### config.mk
export PLATFORM = sky130hd
export DESIGN_NAME = pipe_sram_slave
export DESIGN_NICKNAME = d
export VERILOG_FILES = /design/src/rtl/pipe_sram_slave.sv
export SDC_FILE = /design/constraint.sdc
export NUM_CORES = 1
export LEC_CHECK = 0
export BUFFER_PORTS_ARGS = -buffer_cell sky130_fd_sc_hd__buf_2
export CAP_MARGIN = 5
export CORE_UTILIZATION = 48
export CTS_CLUSTER_DIAMETER = 200
export CTS_CLUSTER_SIZE = 14
export DETAILED_ROUTE_END_ITERATION = 8
export PLACE_DENSITY = 0.84
export SYNTH_ARGS = -nofsm -noshare
export SYNTH_HDL_FRONTEND = slang
export SYNTH_SLANG_ARGS = --single-unit
export TNS_END_PERCENT = 20
### constraint.sdc
create_clock -name clk -period 4 [get_ports clk]
set_clock_uncertainty 0.1 [all_clocks]
set_input_delay 0.2 -clock clk [delete_from_list [all_inputs] [get_ports clk]]
set_output_delay 0.2 -clock clk [all_outputs]
set_load 0.005 [all_outputs]
### src/rtl/pipe_sram_slave.sv
module pipe_sram_slave #(
  parameter int ADDR_W = 8,
  parameter int DATA_W = 16
) (
  input  logic              clk,
  input  logic              rst_n,
  input  logic              rd_req,
  input  logic              wr_req,
  input  logic [ADDR_W-1:0] addr,
  input  logic [DATA_W-1:0] wr_data,
  output logic [DATA_W-1:0] rd_data,
  output logic [1:0]        rdy_cnt,
  output logic [ADDR_W-1:0] mem_addr,
  output logic [DATA_W-1:0] mem_wdata,
  input  logic [DATA_W-1:0] mem_rdata,
  output logic              mem_drive,
  output logic              mem_ce_n,
  output logic              mem_oe_n,
  output logic              mem_we_n
);

  typedef enum logic [2:0] {IDLE, RD_A, RD_B, WR_SET, WR_PLS, WR_HLD} phase_t;

  phase_t ph, ph_nx;
  logic   take, start_wr, start_rd;

  assign take     = (rdy_cnt <= 2'd1);
  assign start_wr = take & wr_req;
  assign start_rd = take & rd_req & ~wr_req;

  always_comb begin
    case (ph)
      RD_A:    rdy_cnt = 2'd2;
      RD_B:    rdy_cnt = 2'd1;
      WR_SET:  rdy_cnt = 2'd3;
      WR_PLS:  rdy_cnt = 2'd2;
      WR_HLD:  rdy_cnt = 2'd1;
      default: rdy_cnt = 2'd0;
    endcase
  end

  always_comb begin
    if (start_wr)      ph_nx = WR_SET;
    else if (start_rd) ph_nx = RD_A;
    else begin
      case (ph)
        RD_A:    ph_nx = RD_B;
        WR_SET:  ph_nx = WR_PLS;
        WR_PLS:  ph_nx = WR_HLD;
        default: ph_nx = IDLE;
      endcase
    end
  end

  always_ff @(posedge clk) begin
    if (!rst_n) begin
      ph        <= IDLE;
      mem_addr  <= '0;
      mem_wdata <= '0;
      rd_data   <= '0;
    end else begin
      ph <= ph_nx;
      if (start_wr || start_rd) mem_addr  <= addr;
      if (start_wr)             mem_wdata <= wr_data;
      if (ph == RD_B)           rd_data   <= mem_rdata;
    end
  end

  assign mem_ce_n  = (ph == IDLE);
  assign mem_oe_n  = !(ph == RD_A || ph == RD_B);
  assign mem_we_n  = (ph != WR_PLS);
  assign mem_drive = (ph == WR_SET || ph == WR_PLS || ph == WR_HLD);

endmodule

### Word-level counts from Yosys, hierarchy flattened

Index checks and enable logic that the tools add are counted.

* magnitude comparators: 1
* equal/unequal tests: 6
* multiplexer cells: 4
* bitwise gates (word level): 5
* reductions and logical operators: 9

Operators by type and width (count)
* case mux 3 bit (3 select lines): 1
* == test 3 x 2 -> 1 bit, second input constant: 2
* == test 3 bit, second input constant: 2
* case mux 2 bit (3 select lines): 1
* logical OR 1 bit: 4
* 2-to-1 mux 2 bit: 2
* OR reduction 2 bit: 2
* bitwise AND 1 bit: 3
* == test 3 x 1 -> 1 bit, second input constant: 1
* logical NOT 3 bit: 1
* != test 3 bit, second input constant: 1
* OR reduction 3 bit: 1
* less-or-equal comparator 2 x 1 -> 1 bit, second input constant: 1
* inverter 1 bit: 2
* logical NOT 1 bit: 1

* bits in registers: 43
* input port bits: 44
* output and inout bits: 46
* word-level logic and storage cells: 30

### Logic depth before layout (Yosys ltp)

Gate-level depths: netlist of run 1.

* word-level depth: 8
* mapped depth: 8
* depth with buffers taken out: 5

### Worst setup path before layout of run 1

OpenSTA, ideal clock, no wires.

* path kind: register to register
* from: register ph[2]
* to: register mem_wdata[10]
* setup time: 0.118 ns
* arrival: 1.255 ns
* required time: 3.782 ns
* slack: 2.527 ns
* cell stages (with the launch flop): 9
* path buffers: 3
* period minus slack after synthesis: 1.473 ns
* path through: dfxtp_1 -> buf_6 -> inv_4 -> nor3_4 -> inv_2 -> and3_4 -> buf_6 -> buf_12 -> mux2i_1

* word-level cells in the longest chain between the ends: 5
* elaborated cells on any way between the ends: 10
* classes of those cells: 1 x order compare; 5 x eq/ne; 1 x mux; 1 x bitwise; 2 x reduce/logical

Ends and longest elaborated chain
* from (decl): line 24 `phase_t ph, ph_nx;`
* from (signal assigned): line 62 `ph <= ph_nx;`
* == test 3 x 2 -> 1 bit, or another cell as far along: line 32 `case (ph)`
* OR reduction 2 bit (no source line)
* case mux 2 bit (3 select lines) (*): line 32
* less-or-equal comparator 2 x 1 -> 1 bit (*): line 27 `assign take = (rdy_cnt <= 2'd1);`
* bitwise AND 1 bit (*): line 28 `assign start_wr = take & wr_req;`
* to (signal assigned): line 64 `if (start_wr) mem_wdata <= wr_data;`
* to (decl): line 14 `output logic [DATA_W-1:0] mem_wdata,`

Mark *: on every way between the ends. The rest lies on a longest branch, timed or not.
A chain may end at the register's enable or synchronous reset.

### Worst setup path in the final report of run 1

* from: register ph[1]
* to: register rd_data[13]

* word-level cells in the longest chain between the ends: 1

Ends and longest elaborated chain
* == test 3 x 2 -> 1 bit: line 65 `if (ph == RD_B) rd_data <= mem_rdata;`
* to (signal assigned): line 65
* to (decl): line 11 `output logic [DATA_W-1:0] rd_data,`

Every way passes these cells.

==> key figures, run 1 <==
Placement
  – Placed Area: 2180 µm²
  – Dpl ws: 2.19 ns
  – Post-DP HPWL: 2520 µm
  – IO buf count: 89
  – Final Wtd Congestion: 0.755
  – Placed cell count: 320

Yosys
  – Mux contribution to synthesized area: 13.5%
  – Most common cell in the netlist: nand2_1
  – Simple logic cell fraction of the synthesized area: 21.8%
  – #FFs+latches synth: 43
  – Post-synth EDFFs: 0
  – Synth Area in Adders: 0%
  – Syn_nets: 244
  – Compound-Gate Fraction of Synth Area: 10.2%
  – Top cells by area, synth: dfxtp_1 (49%), nand2_1 (17%), mux2i_1 (14%), a21boi_0 (5.1%), a21boi_1 (2.1%)
  – Seq/Total Area, Yosys: 48.5%
  – Area of the mapped netlist: 1770 µm²
  – Count of different cell masters after synthesis: 24
  – Share of the synthesized area in the top cell type: 48.5%
  – Largest family of logic cells by synthesized area: simple AND/OR/NAND/NOR gates
  – Dominant synthesized flop cell: dfxtp_1
  – Post-synthesis async set-or-reset flop share: 0%
  – Syn_area_per_cell: 8.87 µm²
  – Ys Warns: 0
  – Biggest area consumer among synthesized cells: dfxtp_1
  – Post-synthesis cell count: 200
  – Fraction of synthesized cell area in xor and xnor cells: 0%
  – Most frequent cells after synthesis: nand2_1 (82), dfxtp_1 (43), mux2i_1 (24), a21boi_0 (12), clkbuf_1 (8)

Clocking
  – Root Buffer: clkbuf_8
  – Post-CTS setup buffer count: 0
  – Num CTS Buffers: 5
  – Clk Latency, worst-skew pair: 0.29 ns
  – Clock Sinks: 43
  – CTS tree: done
  – # hold bufs at CTS: 0
  – Post-cts sizing count: 0
  – Htree depth: 2
  – CTS clock-pin slew for the worst setup and hold paths: 0.08 ns
  – Clock buffer depth: 2

STA
  – Final Slew Violations: 0
  – Tightest Pin Transition: 0.997 ns
  – Period utilization: 45.4%
  – Slew Limit Headroom: 33.5%
  – Max Freq: 550 MHz
  – Final Hold Fails: 0
  – Fin crit period: 1.82 ns
  – Fin worst setup slack: 2.18 ns
  – Setup TNS: 0 ns
  – Hold WS: 0.0333 ns
  – # setup viols final: 0
  – RSZ-0062 raised after global routing: false

Setup path
  – Worst EP arrival: 1.93 ns
  – FF-to-FF setup slack: 2.18 ns
  – CP startpoint kind: flip-flop
  – Critical path class: flip-flop to flip-flop
  – WP buf/inv: 0
  – Max incr delay on CP: 0.82 ns
  – Critical path's top delay family: simple AND/OR/NAND/NOR gates
  – Critical Path RT: 4.11 ns
  – Crit path cell chain: nor3b_2 -> nand2_1 -> a21boi_0
  – CP Capture Type: flip-flop
  – Slowest cell on the critical path: nor3b_2
  – Largest fanout on the critical path: 16

Layout
  – Design area: 2290 µm²
  – Final Util: 66.7%
  – Fill cells: 303
  – Antenna fix cells: 0
  – Final #Nets: 325
  – Footprint of the multi-input gates: 808 µm²
  – Non-Filler Instances: 328
  – Register area: 861 µm²
  – Layout cells sized above 1: 36.2%
  – Area Overhead vs Synth: 29.3%

Die
  – # IOs: 90
  – Row cnt: 21
  – Height of the die: 62.8 µm
  – Core Area: 3440 µm²
  – Total Die Area: 3940 µm²
  – Die span in x: 62.8 µm
  – Initial Util: 51.5%

Worst hold path
  – Worst hold-check path type: input port to flip-flop

Global route
  – Initial antenna violation count: 0
  – Largest net degree at the start of global routing: 68
  – Total global-route track usage: 19.1%
  – GR Overflow Total: 0
  – First-pass GRT wire length: 5870 µm
  – Vias in the first global route: 1448

Routing
  – Drt first pass iters: 4
  – ANT nets after route: 0
  – DR DRC count: 0
  – Avg WL per Cell: 11.0 µm
  – Via Count: 1574
  – Iter 0 DRT Violations: 102
  – Vias per Instance: 4.80
  – Routed WL: 3620 µm

Power
  – Total power: 0.965 mW
  – Static leakage: 1.15 nW
  – Maximum vdd drop: 0.000227 V
  – Power per cell area: 420 nW/µm²

Flow run
  – Max_cap viols: 0

Run status
  – Status: finished, final reports clean
-- metal layers --
metal	share of wire (%)	up-vias	global-route usage, %
li1	-	807	-
met1	46	687	20.0
met2	42	71	32.9
met3	9.4	9	7.12
met4	2.4	0	10.5
met5	0	-	0
-- state kept, by name, summed over array words and instances (netlist names) --
name and flops:
mem_addr 8, mem_wdata 16, rd_data 16, ph 3
-- cell families after synthesis --
logic type,count (synthesis)
AO/OA/AOI/OAI,25
buffers and inverters,17
flip-flops,43
multiplexers,24
AND/OR/NAND/NOR,91
-- cells in the final DEF (no fill, tap or decap) --
master and n:
nor3_4 1, o21a_1 1, buf_2 89, a21boi_1 5, or3b_1 1, a21o_1 1
nor2b_1 3, dfxtp_1 43, bufinv_16 1, clkinv_4 1, inv_2 1, nor3b_2 1
clkbuf_8 5, o211a_1 1, and3_4 1, a21boi_0 12, clkinv_2 1, inv_4 1
a221oi_1 1, nand2_1 82, o21ai_0 4, nand2b_1 1, mux2i_1 24, nor3_1 1
-- power breakdown --
group	switching, mW	internal [mW]	total, mW	leakage [nW]
Sequential	0.0209	0.461	0.482	0.353
Combinational	0.0758	0.0771	0.153	0.736
Clock	0.144	0.186	0.330	0.0581
-- worst paths after layout --
kind	from	endpoint	cells after the start
worst max-delay path	ph[1]	rd_data[13]	3
worst min-delay path	mem_rdata[2]	rd_data[2]	3
worst max register to register	ph[1]	rd_data[13]	3
worst min register to register	rd_data[2]	rd_data[2]	2
-- worst reg2reg max path, stage by stage, from the launching register on --
cell	delay [ns]
dfxtp_1	0.48
nor3b_2	0.83
nand2_1	0.14
a21boi_0	0.19
-- area by class of cell --
class / instances / area share (%)
tap: 46 / 2.51
clock inverter: 3 / 1.91
timing repair buffer: 89 / 19.4
sequential: 43 / 37.5
clock buffer: 5 / 3.00
inverter: 2 / 0.436
multi-input combinational: 140 / 35.2
Note: power is estimated with default switching activity, not from simulation.
==> run 2: changes to the inputs <==
- CORE_UTILIZATION: 48 -> 40
- PLACE_DENSITY: 0.84 -> 0.74
- clock period: 4 -> 1.6 ns (I/O delays scaled with it)
==> key figures, run 2 (synthesis results as in run 1) <==
Clocking
  – CTS clock-pin slew for the worst setup and hold paths: 0.08 ns (about the same)
  – CTS tree: done (unchanged)
  – Clock buffer depth: 2 (unchanged)
  – Root Buffer: clkbuf_8 (unchanged)
  – Clk Latency, worst-skew pair: 0.29 ns (about the same)
  – Post-CTS setup buffer count: 0 (unchanged)
  – Htree depth: 2 (unchanged)
  – Clock Sinks: 43 (unchanged)
  – Num CTS Buffers: 5 (unchanged)

Power
  – Static leakage: 1.33 nW (was 1.15 nW)
  – Clock group share of total power: 28.5% (was 34.2%)
  – Pint: 1.73 mW (was 0.724 mW)
  – Power per cell area: 863 nW/µm² (was 420 nW/µm²)
  – Maximum vdd drop: 0.000556 V (was 0.000227 V)
  – Switch Pwr: 0.639 mW (was 0.241 mW)
  – Switching share of total power: 26.9% (was 25.0%)
  – Flop pwr share: 50.9% (was 50.0%)
  – Power share of the combinational group: 20.7% (was 15.8%)

Placement
  – Dpl ws: 0.0761 ns (was 2.19 ns)
  – Final Wtd Congestion: 0.738 (was 0.755)
  – IO buf count: 89 (unchanged)
  – Post-DP HPWL: 2700 µm (was 2520 µm)

Routing
  – Vias per Instance: 4.59 (was 4.80)
  – ANT nets after route: 0 (unchanged)
  – Via Count: 1741 (was 1574)
  – Drt first pass iters: 4 (unchanged)
  – DR DRC count: 0 (unchanged)
  – Iter 0 DRT Violations: 78 (was 102)
  – Avg WL per Cell: 11.7 µm (was 11.0 µm)
  – Routed WL: 4430 µm (was 3620 µm)

Flow run
  – Max_cap viols: 0 (unchanged)

Layout
  – Area Overhead vs Synth: 54.9% (was 29.3%)
  – Antenna fix cells: 0 (unchanged)
  – Layout cells sized above 1: 33.7% (was 36.2%)
  – Largest registers: mem_wdata x16, rd_data x16, mem_addr x8 (unchanged)
  – Commonest non-fill, non-tap cells in the layout: buf_2 (89), nand2_1 (82), dfxtp_1 (42), dlygate4sd3_1 (41), mux2i_1 (24) (was buf_2 (89), nand2_1 (82), dfxtp_1 (43), mux2i_1 (24), a21boi_0 (12))
  – Final #Nets: 372 (was 325)
  – Commonest non-fill, non-tap cell in the layout: buf_2 (unchanged)

Setup path
  – Critical path class: flip-flop to flip-flop (unchanged)
  – CP startpoint kind: flip-flop (unchanged)
  – CP Capture Type: flip-flop (unchanged)
  – Worst EP arrival: 1.62 ns (was 1.93 ns)
  – FF-to-FF path depth: 4 (was 3)
  – Critical Path RT: 1.72 ns (was 4.11 ns)
  – Largest fanout on the critical path: 16 (unchanged)

Global route
  – Largest net degree at the start of global routing: 35 (was 68)
  – Total global-route track usage: 18.4% (was 19.1%)
  – First-pass GRT wire length: 6400 µm (was 5870 µm)
  – Initial antenna violation count: 0 (unchanged)
  – GR Overflow Total: 0 (unchanged)
  – Vias in the first global route: 1487 (was 1448)

Die
  – Die span in x: 68.6 µm (was 62.8 µm)
  – Core Area: 4120 µm² (was 3440 µm²)
  – Initial Util: 43.1% (was 51.5%)
  – Row cnt: 23 (was 21)
  – # IOs: 90 (unchanged)
  – Total Die Area: 4710 µm² (was 3940 µm²)
  – Height of the die: 68.6 µm (was 62.8 µm)

STA
  – Slew Limit Headroom: 74.1% (was 33.5%)
  – Fin crit period: 1.50 ns (was 1.82 ns)
  – Final Slew Violations: 0 (unchanged)
  – Final Hold Fails: 0 (unchanged)
  – RSZ-0062 raised after global routing: false (unchanged)
  – Max Freq: 669 MHz (was 550 MHz)
  – # setup viols final: 0 (unchanged)
  – Period utilization: 93.5% (was 45.4%)
  – Fin worst setup slack: 0.104 ns (was 2.18 ns)
  – Setup TNS: 0 ns (unchanged)
  – Tightest Pin Transition: 0.388 ns (was 0.997 ns)

Worst hold path
  – Min-Delay Path Depth: 2 (was 3)
  – Worst hold-check path type: input port to flip-flop (unchanged)

Run status
  – Status: finished, final reports clean (unchanged)
-- run 2: changes by cell type in the layout (fill, tap and decap cells not counted) --
cell           delta
nor2b_2           +1
dfxtp_1           -1
buf_4             +5
o211a_2           +1
clkinv_4          -1
buf_12            +1
o211a_1           -1
clkinvlp_4        +2
dlygate4sd3_1    +41
bufinv_16         -1
nor2b_1           -1
dfxtp_2           +1
-- run 2: metrics by stage --
| step | instances | hold slack, ns | utilization (%) | instance area (µm²) | power (mW) |
|---|---|---|---|---|---|
| floorplan | 200 | 0.115 | - | 1770 | 1.47 |
| global placement | 330 | 0.224 | 54.5 | 2240 | 1.63 |
| detailed placement | 330 | 0.231 | 54.5 | 2240 | 1.64 |
| CTS | 379 | 0.103 | 66.7 | 2750 | 2.41 |
| global route | 379 | 0.133 | 66.8 | 2750 | 2.51 |
| finish | 379 | 0.115 | 66.8 | 2750 | 2.37 |
-- run 2: layer usage --
layer | vias up | track usage [%] | share of wire [%]
met5 | - | 0 | 0
met4 | 0 | 6.25 | 1.2
met3 | 6 | 7.07 | 9.2
met2 | 72 | 32.7 | 46
met1 | 763 | 19.8 | 43
li1 | 900 | - | -
-- run 2: what timing repair did --
item,CTS,global route
endpoints found under the hold margin,41,0
hold buffers,41,0
gates resized for setup,1,2
endpoints found under the setup margin,1,6
-- run 2: critical path: stages, from the launching register on --
cell and delay [ns]:
dfxtp_1 0.53, nor3_4 0.08, inv_2 0.09, and3_4 0.38, mux2i_1 0.24
-- run 2: power by group through the flow --
stage / clock (mW) / combinational (mW) / sequential (mW)
after floorplan: 0 / 0.240 / 1.23
after global placement: 0 / 0.405 / 1.22
after detailed placement: 0 / 0.411 / 1.23
after CTS: 0.715 / 0.487 / 1.20
after global routing: 0.747 / 0.544 / 1.22
final: 0.675 / 0.490 / 1.21
-- run 2: path summary, 6_finish.rpt --
check,startpoint,to,slack [ns]
worst max-delay path,ph[0],mem_wdata[4],0.10
worst min-delay path,rst_n,ph[0],0.11
worst max register to register,ph[0],mem_wdata[4],0.10
worst min register to register,rd_data[4],rd_data[4],0.35
-- run 2: final cells by class --
type                    count  area (µm²)
well taps                  50        62.6
flip-flops and latches     43         862
clock buffers               5        68.8
fillers                   320        1370
inverters                   2        10.0
multi-input cells         140         811
repair buffers            136         913
clock inverters             3        20.0
